`config.mk`:
```
export PLATFORM = sky130hd
export DESIGN_NAME = mtimer_unit
export DESIGN_NICKNAME = d
export VERILOG_FILES = /design/src/rtl/mtu_pkg.sv /design/src/rtl/mtu_decode.sv /design/src/rtl/mtu_counter.sv /design/src/rtl/mtu_compare.sv /design/src/rtl/mtimer_unit.sv
export SDC_FILE = /design/constraint.sdc
export NUM_CORES = 1
export LEC_CHECK = 0
export BUFFER_PORTS_ARGS = -buffer_cell sky130_fd_sc_hd__buf_4
export CORE_ASPECT_RATIO = 1.1
export CORE_MARGIN = 8
export CORE_UTILIZATION = 35
export CTS_CLUSTER_DIAMETER = 120
export CTS_CLUSTER_SIZE = 30
export DETAILED_ROUTE_END_ITERATION = 10
export SLEW_MARGIN = 40
export SYNTH_ARGS = -nofsm -noshare
export SYNTH_HDL_FRONTEND = slang
export SYNTH_SLANG_ARGS = --single-unit
```
`constraint.sdc`:
```
create_clock -name clk -period 9.1 [get_ports clk]
set_clock_uncertainty 0.1 [all_clocks]
set_input_delay 1.82 -clock clk [delete_from_list [all_inputs] [get_ports clk]]
set_output_delay 1.82 -clock clk [all_outputs]
set_load 0.03 [all_outputs]
```
`src/rtl/mtu_pkg.sv`:
```
package mtu_pkg;
  localparam int unsigned WORD_W = 32;
  localparam int unsigned TIME_W = 2 * WORD_W;

  localparam int unsigned OFF_CNT_LO = 'h000;
  localparam int unsigned OFF_CNT_HI = 'h004;
  localparam int unsigned OFF_CMP_LO = 'h008;
  localparam int unsigned OFF_CMP_HI = 'h00C;
  localparam int unsigned OFF_SRST   = 'hFF0;
  localparam int unsigned OFF_STOP   = 'hFF8;
  localparam int unsigned OFF_SWI    = 'hFFC;

  localparam int unsigned SRST_KEY_BIT = 31;

  typedef struct packed {
    logic cnt_lo;
    logic cnt_hi;
    logic cmp_lo;
    logic cmp_hi;
    logic srst;
    logic stop;
    logic swi;
  } mtu_hit_t;
endpackage

```
`src/rtl/mtu_decode.sv`:
```
module mtu_decode #(
  parameter int unsigned ADDR_W = 12
) (
  input  logic              sel,
  input  logic [ADDR_W-1:0] addr,
  output mtu_pkg::mtu_hit_t hit
);
  import mtu_pkg::*;

  localparam logic [ADDR_W-1:0] A_CNT_LO = ADDR_W'(OFF_CNT_LO);
  localparam logic [ADDR_W-1:0] A_CNT_HI = ADDR_W'(OFF_CNT_HI);
  localparam logic [ADDR_W-1:0] A_CMP_LO = ADDR_W'(OFF_CMP_LO);
  localparam logic [ADDR_W-1:0] A_CMP_HI = ADDR_W'(OFF_CMP_HI);
  localparam logic [ADDR_W-1:0] A_SRST   = ADDR_W'(OFF_SRST);
  localparam logic [ADDR_W-1:0] A_STOP   = ADDR_W'(OFF_STOP);
  localparam logic [ADDR_W-1:0] A_SWI    = ADDR_W'(OFF_SWI);

  always_comb begin
    hit        = '0;
    hit.cnt_lo = sel && (addr == A_CNT_LO);
    hit.cnt_hi = sel && (addr == A_CNT_HI);
    hit.cmp_lo = sel && (addr == A_CMP_LO);
    hit.cmp_hi = sel && (addr == A_CMP_HI);
    hit.srst   = sel && (addr == A_SRST);
    hit.stop   = sel && (addr == A_STOP);
    hit.swi    = sel && (addr == A_SWI);
  end
endmodule

```
`src/rtl/mtu_counter.sv`:
```
module mtu_counter #(
  parameter int unsigned WORD_W = 32,
  localparam int unsigned TIME_W = 2 * WORD_W
) (
  input  logic              clk,
  input  logic              rst_n,
  input  logic              clr,
  input  logic              wr_lo,
  input  logic              wr_hi,
  input  logic              tick,
  input  logic              run,
  input  logic [WORD_W-1:0] wdata,
  output logic [TIME_W-1:0] cnt_q
);
  logic [TIME_W-1:0] cnt_d;
  logic              cnt_en;

  always_comb begin
    cnt_d  = cnt_q;
    cnt_en = clr || wr_lo || wr_hi || (tick && run);
    if (clr) begin
      cnt_d = '0;
    end else if (wr_lo) begin
      cnt_d[WORD_W-1:0] = wdata;
    end else if (wr_hi) begin
      cnt_d[TIME_W-1:WORD_W] = wdata;
    end else if (tick && run) begin
      cnt_d = cnt_q + TIME_W'(1);
    end
  end

  always_ff @(posedge clk or negedge rst_n) begin
    if (!rst_n) begin
      cnt_q <= '0;
    end else if (cnt_en) begin
      cnt_q <= cnt_d;
    end
  end
endmodule

```
`src/rtl/mtu_compare.sv`:
```
module mtu_compare #(
  parameter int unsigned WORD_W = 32,
  localparam int unsigned TIME_W = 2 * WORD_W
) (
  input  logic              clk,
  input  logic              rst_n,
  input  logic              clr,
  input  logic              wr_lo,
  input  logic              wr_hi,
  input  logic [WORD_W-1:0] wdata,
  input  logic [TIME_W-1:0] cnt_q,
  output logic [TIME_W-1:0] cmp_q,
  output logic              irq_q
);
  logic [TIME_W-1:0] cmp_d;
  logic              cmp_en;
  logic              irq_d;

  always_comb begin
    cmp_d  = cmp_q;
    cmp_en = clr || wr_lo || wr_hi;
    if (clr) begin
      cmp_d = '1;
    end else if (wr_lo) begin
      cmp_d = {{WORD_W{1'b1}}, wdata};
    end else if (wr_hi) begin
      cmp_d[TIME_W-1:WORD_W] = wdata;
    end
    irq_d = !clr && (cnt_q >= cmp_q);
  end

  always_ff @(posedge clk or negedge rst_n) begin
    if (!rst_n) begin
      cmp_q <= '1;
      irq_q <= 1'b0;
    end else begin
      if (cmp_en) begin
        cmp_q <= cmp_d;
      end
      irq_q <= irq_d;
    end
  end
endmodule

```
`src/rtl/mtimer_unit.sv`:
```
module mtimer_unit #(
  parameter int unsigned ADDR_W = 12
) (
  input  logic                       clk,
  input  logic                       rst_n,
  input  logic                       tick_en,
  input  logic                       bus_sel,
  input  logic                       bus_we,
  input  logic [ADDR_W-1:0]          bus_addr,
  input  logic [mtu_pkg::WORD_W-1:0] bus_wdata,
  output logic [mtu_pkg::WORD_W-1:0] bus_rdata,
  output logic                       irq_timer,
  output logic                       irq_soft
);
  import mtu_pkg::*;

  logic [1:0]        rst_pipe;
  logic              rst_sync_n;
  mtu_hit_t          hit;
  logic              wr;
  logic              srst;
  logic [TIME_W-1:0] cnt_q;
  logic [TIME_W-1:0] cmp_q;
  logic [WORD_W-1:0] stop_q, stop_d;
  logic [WORD_W-1:0] swi_q, swi_d;
  logic              ctl_en;

  always_ff @(posedge clk or negedge rst_n) begin
    if (!rst_n) begin
      rst_pipe <= '0;
    end else begin
      rst_pipe <= {rst_pipe[0], 1'b1};
    end
  end
  assign rst_sync_n = rst_pipe[1];

  mtu_decode #(.ADDR_W(ADDR_W)) u_dec (
    .sel  (bus_sel),
    .addr (bus_addr),
    .hit  (hit)
  );

  assign wr   = bus_we;
  assign srst = wr && hit.srst && bus_wdata[SRST_KEY_BIT];

  mtu_counter #(.WORD_W(WORD_W)) u_cnt (
    .clk   (clk),
    .rst_n (rst_sync_n),
    .clr   (srst),
    .wr_lo (wr && hit.cnt_lo),
    .wr_hi (wr && hit.cnt_hi),
    .tick  (tick_en),
    .run   (!stop_q[0]),
    .wdata (bus_wdata),
    .cnt_q (cnt_q)
  );

  mtu_compare #(.WORD_W(WORD_W)) u_cmp (
    .clk   (clk),
    .rst_n (rst_sync_n),
    .clr   (srst),
    .wr_lo (wr && hit.cmp_lo),
    .wr_hi (wr && hit.cmp_hi),
    .wdata (bus_wdata),
    .cnt_q (cnt_q),
    .cmp_q (cmp_q),
    .irq_q (irq_timer)
  );

  always_comb begin
    stop_d = stop_q;
    swi_d  = swi_q;
    ctl_en = srst || (wr && (hit.stop || hit.swi));
    if (srst) begin
      stop_d = '0;
      swi_d  = '0;
    end else begin
      if (wr && hit.stop) stop_d = bus_wdata;
      if (wr && hit.swi)  swi_d  = bus_wdata;
    end
  end

  always_ff @(posedge clk or negedge rst_sync_n) begin
    if (!rst_sync_n) begin
      stop_q <= '0;
      swi_q  <= '0;
    end else if (ctl_en) begin
      stop_q <= stop_d;
      swi_q  <= swi_d;
    end
  end

  assign irq_soft = swi_q[0];

  always_comb begin
    bus_rdata = '0;
    if (bus_sel && !bus_we) begin
      unique case (1'b1)
        hit.cnt_lo: bus_rdata = cnt_q[WORD_W-1:0];
        hit.cnt_hi: bus_rdata = cnt_q[TIME_W-1:WORD_W];
        hit.cmp_lo: bus_rdata = cmp_q[WORD_W-1:0];
        hit.cmp_hi: bus_rdata = cmp_q[TIME_W-1:WORD_W];
        hit.stop:   bus_rdata = stop_q;
        hit.swi:    bus_rdata = swi_q;
        default:    bus_rdata = '0;
      endcase
    end
  end
endmodule

```
# Word-level counts from Yosys, hierarchy flattened

Index checks and enable logic that the tools add are counted.

Flip-flop bits (word level): 195
Input port bits: 49
Output and inout port bits: 34
Word-level logic and storage cells: 76

$add $sub $neg: 1
Order comparisons: 1
Equality and inequality tests: 8
Muxes and demuxes: 16
Reduce and logical (&&, ||, !) cells: 42

Operators with widths:

| kind                                                  | count |
|---|---|
| 2-to-1 mux 32 bit                                     | 12 |
| 2-to-1 mux 64 bit                                     | 3 |
| one-hot mux 32 bit (6 select lines)                   | 1 |
| adder 64 x 1 -> 64 bit, second input constant         | 1 |
| >= comparator 64 bit                                  | 1 |
| equality test 12 bit, second input constant           | 3 |
| equality test 12 x 4 -> 1 bit, second input constant  | 2 |
| logical AND 1 bit                                     | 19 |
| equality test 12 x 3 -> 1 bit, second input constant  | 1 |
| zero test 12 bit                                      | 1 |
| nonzero test 3 bit                                    | 3 |
| AND reduction 2 bit                                   | 4 |
| logical OR 1 bit                                      | 7 |
| AND reduction 3 bit                                   | 2 |
| nonzero test 2 bit                                    | 3 |
| zero test 1 bit                                       | 3 |
| inequality test 3 x 2 -> 1 bit, second input constant | 1 |
| inequality test 2 bit, second input constant          | 1 |

# Depth between registers and ports, before layout

Gate-level depths: netlist of run 1.

Word-level depth: 8
Mapped depth: 9
Depth with buffers taken out: 8

# By module

Synthesis of run 1 repeated with hierarchy kept, for this count alone.

Cell total of the unflattened synthesis: 1488
Area total of the unflattened synthesis: 13271.5 um^2

By module, submodules not included:

| module      | times used | cells each | area an instance (um^2) | seq. area each (um^2) |
|---|---|---|---|---|
| mtimer_unit | 1          | 457        | 4531.8                  | 1651.6 |
| mtu_counter | 1          | 575        | 4446.8                  | 1601.5 |
| mtu_compare | 1          | 439        | 4139.0                  | 1706.6 |
| mtu_decode  | 1          | 17         | 153.9                   | 0.0 |

# Worst setup path after synthesis of run 1

Ideal clock, no wire load.

Path kind: input to output
From: input bus_addr[8]
To: output bus_rdata[23] (netlist name)
Arrival time: 3.898 ns
Required time: 7.180 ns
Setup slack: 3.282 ns
Cell stages on the path: 7
Path buffers: 1
Cell sequence: or4b_4 nor2_1 nand2_1 nor4_2 buf_2 a222oi_1 a21oi_1

Word-level cells in the longest chain between the ends: 4
Elaborated cells on any way between the ends: 14
Those cells by class: eq/ne (5); mux (2); reduce/logical (7)

Ends and longest elaborated chain:

| item                                         | line              | text |
|---|---|---|
| start, declared                              | mtimer_unit.sv:9  | `input logic [ADDR_W-1:0] bus_addr,` |
| equality test 12 bit (tied with other cells) | mtu_decode.sv:26  | `hit.swi = sel && (addr == A_SWI);` |
| logical AND 1 bit (tied with other cells)    | mtu_decode.sv:26  |  |
| one-hot mux 32 bit (6 select lines) (*)      | mtimer_unit.sv:98 | `unique case (1'b1)` |
| 2-to-1 mux 32 bit (*)                        | mtimer_unit.sv:97 | `if (bus_sel && !bus_we) begin` |
| end, declared                                | mtimer_unit.sv:11 | `output logic [mtu_pkg::WORD_W-1:0] bus_rdata,` |

Every way passes the cells marked *; elsewhere a longest branch is shown, timed or not.

# Final worst setup path of run 1

From: input bus_addr[8]
To: output bus_rdata[2] (netlist name)

Same word-level chain as after synthesis.

==> results of run 1 <==
==> power groups by stage <==
stage | registers (mW) | clock network [mW] | logic, mW
after global placement | 0.964 | 0 | 0.177
after floorplan | 0.952 | 0 | 0.110
after global routing | 0.951 | 0.816 | 0.210
after CTS | 0.949 | 0.785 | 0.182
final | 0.946 | 0.773 | 0.187
after detailed placement | 0.965 | 0 | 0.181
==> synthesized netlist by cell type (all sizes together), types with 22 or more instances <==
master and count:
o21ai 76, buf 30, nor3 25, a22oi 37, clkbuf 67, nor2 53, a222oi 32, nand4 35
dfstp 64, nand3 33, nand2 264, inv 73, xnor2 25, dfrtp 131, nor4 22, a21oi 152
ha 65, mux2 26, o211ai 62
==> cell families after synthesis <==
family,synth area share
buf+inv,0.0570
fa+ha+maj,0.0660
mux,0.0246
xor+xnor,0.0256
simple gates,0.190
flops,0.403
other cells,0.000304
compound gates,0.233
==> worst max-delay path by stage <==
stage,end,slack (ns),cells after the start
6_report,bus_rdata[2],2.92,9
5_1_grt,bus_rdata[2],2.79,9
4_1_cts,bus_rdata[0],2.52,9
3_5_place_dp,bus_rdata[2],2.52,9
3_3_place_gp,bus_rdata[6],2.60,9
2_1_floorplan,stop_q[0],3.28,0
==> registers in the layout (all words and copies together) (netlist names) <==
name	cells
stop_q	32
swi_q	32
u_cmp.cmp_q	64
u_cnt.cnt_q	64
u_cmp.irq_q	1
rst_pipe	2
==> cell type report <==
type	count	area, um2
timing repair buffer	100	776
tap	444	556
clock buffer	18	429
inverter	73	274
clock inverter	14	160
fill	3519	21100
multi-input combinational	1047	6710
sequential	195	4960
==> critical path: stages <==
cell      delay, ns
buf_4          0.11
or4b_4         0.57
nor2_1         0.26
nand2_1        0.19
nor4_4         0.35
buf_4          0.39
a222oi_1       0.17
a21oi_1        0.19
buf_4          0.19
==> per-layer routing <==
metal	vias to the layer above	GRT usage	wire (um)
met5	-	0	0
met4	0	0.0586	864
met3	54	0.0388	3230
met2	500	0.318	19200
met1	5629	0.277	18900
li1	5206	-	-
==> metrics by stage <==
stage                     hold WS, ns  instance area (um2)
final                           0.125                13900
after global placement          0.241                13200
after global routing            0.150                13900
after floorplan                 0.231                12300
after detailed placement        0.241                13200
after CTS                       0.268                13800
==> reports/results.ini, run 1 <==
[run_status]
status = complete, no violations

[routing]
ant_nets = 0
drt_iter0_markers = 1174
drt_pass1_iterations = 6
viasPerCell = 6.02
num_vias = 11389
wl_um = 42100
avgRoutedWirePerCell_um = 22.3
drc = 0

[power]
power_mw = 1.91
p_leak_nw = 5.93
swShare = 0.295
p_sw_mw = 0.562
clkPwrFrac = 0.406
comb_power_share = 0.098
p_int_mw = 1.34
p_per_area_nw_per_um2 = 137
ir_worst_vdd_v = 0.000105
seqPwrFrac = 0.496

[timing]
relSlewSlack = 0.435
rsz0062_at_grt = no
fin_crit_ns = 6.18
setup_violations = 0
fmax_mhz = 162
finalSetupTns_ns = 0
tightest_slew_ns = 0.848
finalHoldViolCount = 0
drv_slew = 0
finalCritPeriodShare = 0.679
setup_ws_ns = 2.92

[logic_synthesis]
ys_ff_latch = 195
yosys-top-cells-area = dfrtp_1, dfstp_2, nand2_1
synthDistinctLibCells = 66
ys.flop_type = dfrtp_1
synth_edf_count = 0
syn_nets = 1526
syn-instance-count = 1412
synth.largest_area_cell = dfrtp_1
ys_seq_area_frac = 0.403
syn_area_um2 = 12300
ys_warn_count = 0
avgSynthCellArea_um2 = 8.72
synth_top_area_share = 0.266
async_flop_share = 1.00

[flow_run]
cap_viol_max_count = 0

[min_path]
min_path_type = flop to async pin

[global_routing]
grt_overflow = 0
grt_usage = 0.201
grt_max_degree = 135
antenna_found_initial = 0
grt_pass1_wl_um = 65600
grt_pass1_vias = 11147

[floorplanning]
core_region_area_um2 = 35000
die_h_um = 213
die_w_um = 195
row_count = 72
design.die.area_um2 = 41500
pin_count = 83
floorplan.initialDensity = 0.352

[clock_network]
cts_sinks = 195
cts-htree-levels = 4
clkTransAtPathRegs_ns = 0.09
holdBufCountCts = 0
clk_latency_ns = 0.45
cts_root_buf = clkbuf_16
cts_buffers = 17
cts_tree = built
cts_setup_buffers = 0
cts_resized = 0
clockBufferDepth = 2

[finish]
nets = 1548
final_cell_mix = nand2_1, a21oi_1, dfrtp_1
final_cell_count_no_fill = 1891
post-route-util = 0.397
layout_commonest_cell = nand2_1
layout-drive-gt1-share = 0.182
antenna_cells = 0
syn2layout_area_growth_pct = 12.6

[worst_setup_path]
worstSetupPathType = input pin to output port
reg2reg_depth = 8
critical_path_required_ns = 7.18
worstPathArrival_ns = 4.26
cp_max_fo = 21
r2r-end = u_cmp.irq_q
critPathLaunch = bus_addr[8]
end_kind = output port
r2r_setup_slack_ns = 5.90
crit_path_start_kind = input pin
reg2reg_from = u_cmp.cmp_q[38]

[placement]
globalplace.congestion = 0.918
place_inst = 1857
place_ws_ns = 2.52
hpwl_um = 28500
port_buffers = 82

Note: power is estimated with default switching activity, not from simulation.
==> run 2: changes to the inputs <==
==> constraint.sdc (replaced) <==
create_clock -name clk -period 5 [get_ports clk]
set_clock_uncertainty 0.1 [all_clocks]
set_input_delay 1 -clock clk [delete_from_list [all_inputs] [get_ports clk]]
set_output_delay 1 -clock clk [all_outputs]
set_load 0.03 [all_outputs]
==> run 2 against run 1 <==
Compared with the run above:
- non-clock buffer count grew 8
- design area up 0.21%
- routed wire length is 0.54% higher
- cell count is 0.42% higher
==> reports/results.ini, run 2 (synthesis results as in run 1) <==
[worst_setup_path]
critical_path_required_ns = 3.90
crit_path_start_kind = input pin
cp_max_fo = 21
worstSetupPathType = input pin to output port
worstPathArrival_ns = 3.34
end_kind = output port

[finish]
antenna_cells = 0
stdcell_area_um2 = 13900
syn2layout_area_growth_pct = 12.8
final_cell_mix = nand2_1, a21oi_1, dfrtp_1
nets = 1556
final_cell_count_no_fill = 1899
layout-drive-gt1-share = 0.187
top_regs = u_cmp.cmp_q (64), u_cnt.cnt_q (64)
layout_commonest_cell = nand2_1

[clock_network]
cts_resized = 0
cts_setup_buffers = 0
cts_root_buf = clkbuf_16
cts_sinks = 195
holdBufCountCts = 0
cts-htree-levels = 4
clk_latency_ns = 0.45
cts_tree = built
clockBufferDepth = 2
cts_buffers = 17
clkTransAtPathRegs_ns = 0.07

[power]
seqPwrFrac = 0.500
p_per_area_nw_per_um2 = 249
swShare = 0.296
p_leak_nw = 5.97
comb_power_share = 0.097
clkPwrFrac = 0.404
ir_worst_vdd_v = 0.000210
p_sw_mw = 1.02
p_int_mw = 2.43

[routing]
avgRoutedWirePerCell_um = 22.3
drt_iter0_markers = 1061
num_vias = 11272
wl_um = 42400
drc = 0
ant_nets = 0
drt_pass1_iterations = 8
viasPerCell = 5.94

[floorplanning]
core_region_area_um2 = 35000
row_count = 72
floorplan.initialDensity = 0.352
design.die.area_um2 = 41500
die_h_um = 213
pin_count = 83
die_w_um = 195

[timing]
drv_slew = 0
relSlewSlack = 0.431
fin_crit_ns = 4.44
fmax_mhz = 225
setup_ws_ns = 0.564
finalSetupTns_ns = 0
finalCritPeriodShare = 0.887
tightest_slew_ns = 0.850
setup_violations = 0
finalHoldViolCount = 0
rsz0062_at_grt = no

[placement]
place_inst = 1867
place_ws_ns = 0.597
port_buffers = 82
globalplace.congestion = 0.893
postPlaceCellArea_um2 = 13300
hpwl_um = 29300

[global_routing]
antenna_found_initial = 0
grt_pass1_vias = 11017
grt_max_degree = 95
grt_pass1_wl_um = 66000
grt_usage = 0.201
grt_overflow = 0

[min_path]
min_path_type = input pin to async pin

[flow_run]
cap_viol_max_count = 0

[run_status]
status = complete, no violations

## run 2: changes by cell type in the layout (fill, tap and decap cells not counted), moves of 2 or more
cell / delta
buf_4: +8
clkinv_2: +2
clkinv_4: +2
clkinv_8: -2
clkinvlp_4: -2
inv_6: +2
## run 2: cell type report
cell class / instances / area [um2]
Fill cell: 3550 / 21100
Multi-Input combinational cell: 1047 / 6700
Sequential cell: 195 / 4960
Timing Repair Buffer: 108 / 836
Tap cell: 444 / 556
Clock buffer: 17 / 425
Inverter: 73 / 274
Clock inverter: 15 / 141
## run 2: metrics by stage
| stage | power (mW) | utilization | hold slack (ns) |
|---|---|---|---|
| floorplan | 1.93 | - | 0.231 |
| global placement | 2.08 | 0.381 | 0.242 |
| detailed placement | 2.09 | 0.381 | 0.248 |
| CTS | 3.47 | 0.397 | 0.209 |
| global route | 3.57 | 0.398 | 0.214 |
| finish | 3.46 | 0.398 | 0.224 |
## run 2: power groups by stage
stage                     logic (mW)  registers [mW]  clock network, mW
after global placement         0.328            1.75                  0
final                          0.334            1.73               1.40
after global routing           0.368            1.73               1.47
after detailed placement       0.332            1.75                  0
after CTS                      0.333            1.73               1.41
after floorplan                0.201            1.73                  0
## run 2: path summary, 6_finish.rpt
check	start	end	slack [ns]	cells after the start
worst max-delay path	bus_addr[8]	bus_rdata[2]	0.56	9
worst min-delay path	rst_n	rst_pipe[1]	0.22	1
worst max register to register	u_cmp.cmp_q[38]	u_cmp.irq_q	1.76	8
worst min register to register	rst_pipe[0]	rst_pipe[1]	0.26	0
max in group asynchronous	rst_pipe[1]	u_cnt.cnt_q[63]	3.34	1
min in group clk	rst_pipe[0]	rst_pipe[1]	0.26	0
## run 2: routing by layer
metal	part of all wire	vias to the layer above	global-route usage
li1	-	5223	-
met1	0.46	5555	0.282
met2	0.45	446	0.315
met3	0.076	48	0.0392
met4	0.016	0	0.0507
met5	0	-	0
## run 2: worst max-delay path, stage by stage
cell and delay [ns]:
buf_4 0.11, or4b_4 0.57, nor2_1 0.27, nand2_1 0.19, nor4_4 0.21, buf_4 0.35
a222oi_1 0.17, a21oi_1 0.22, buf_4 0.20
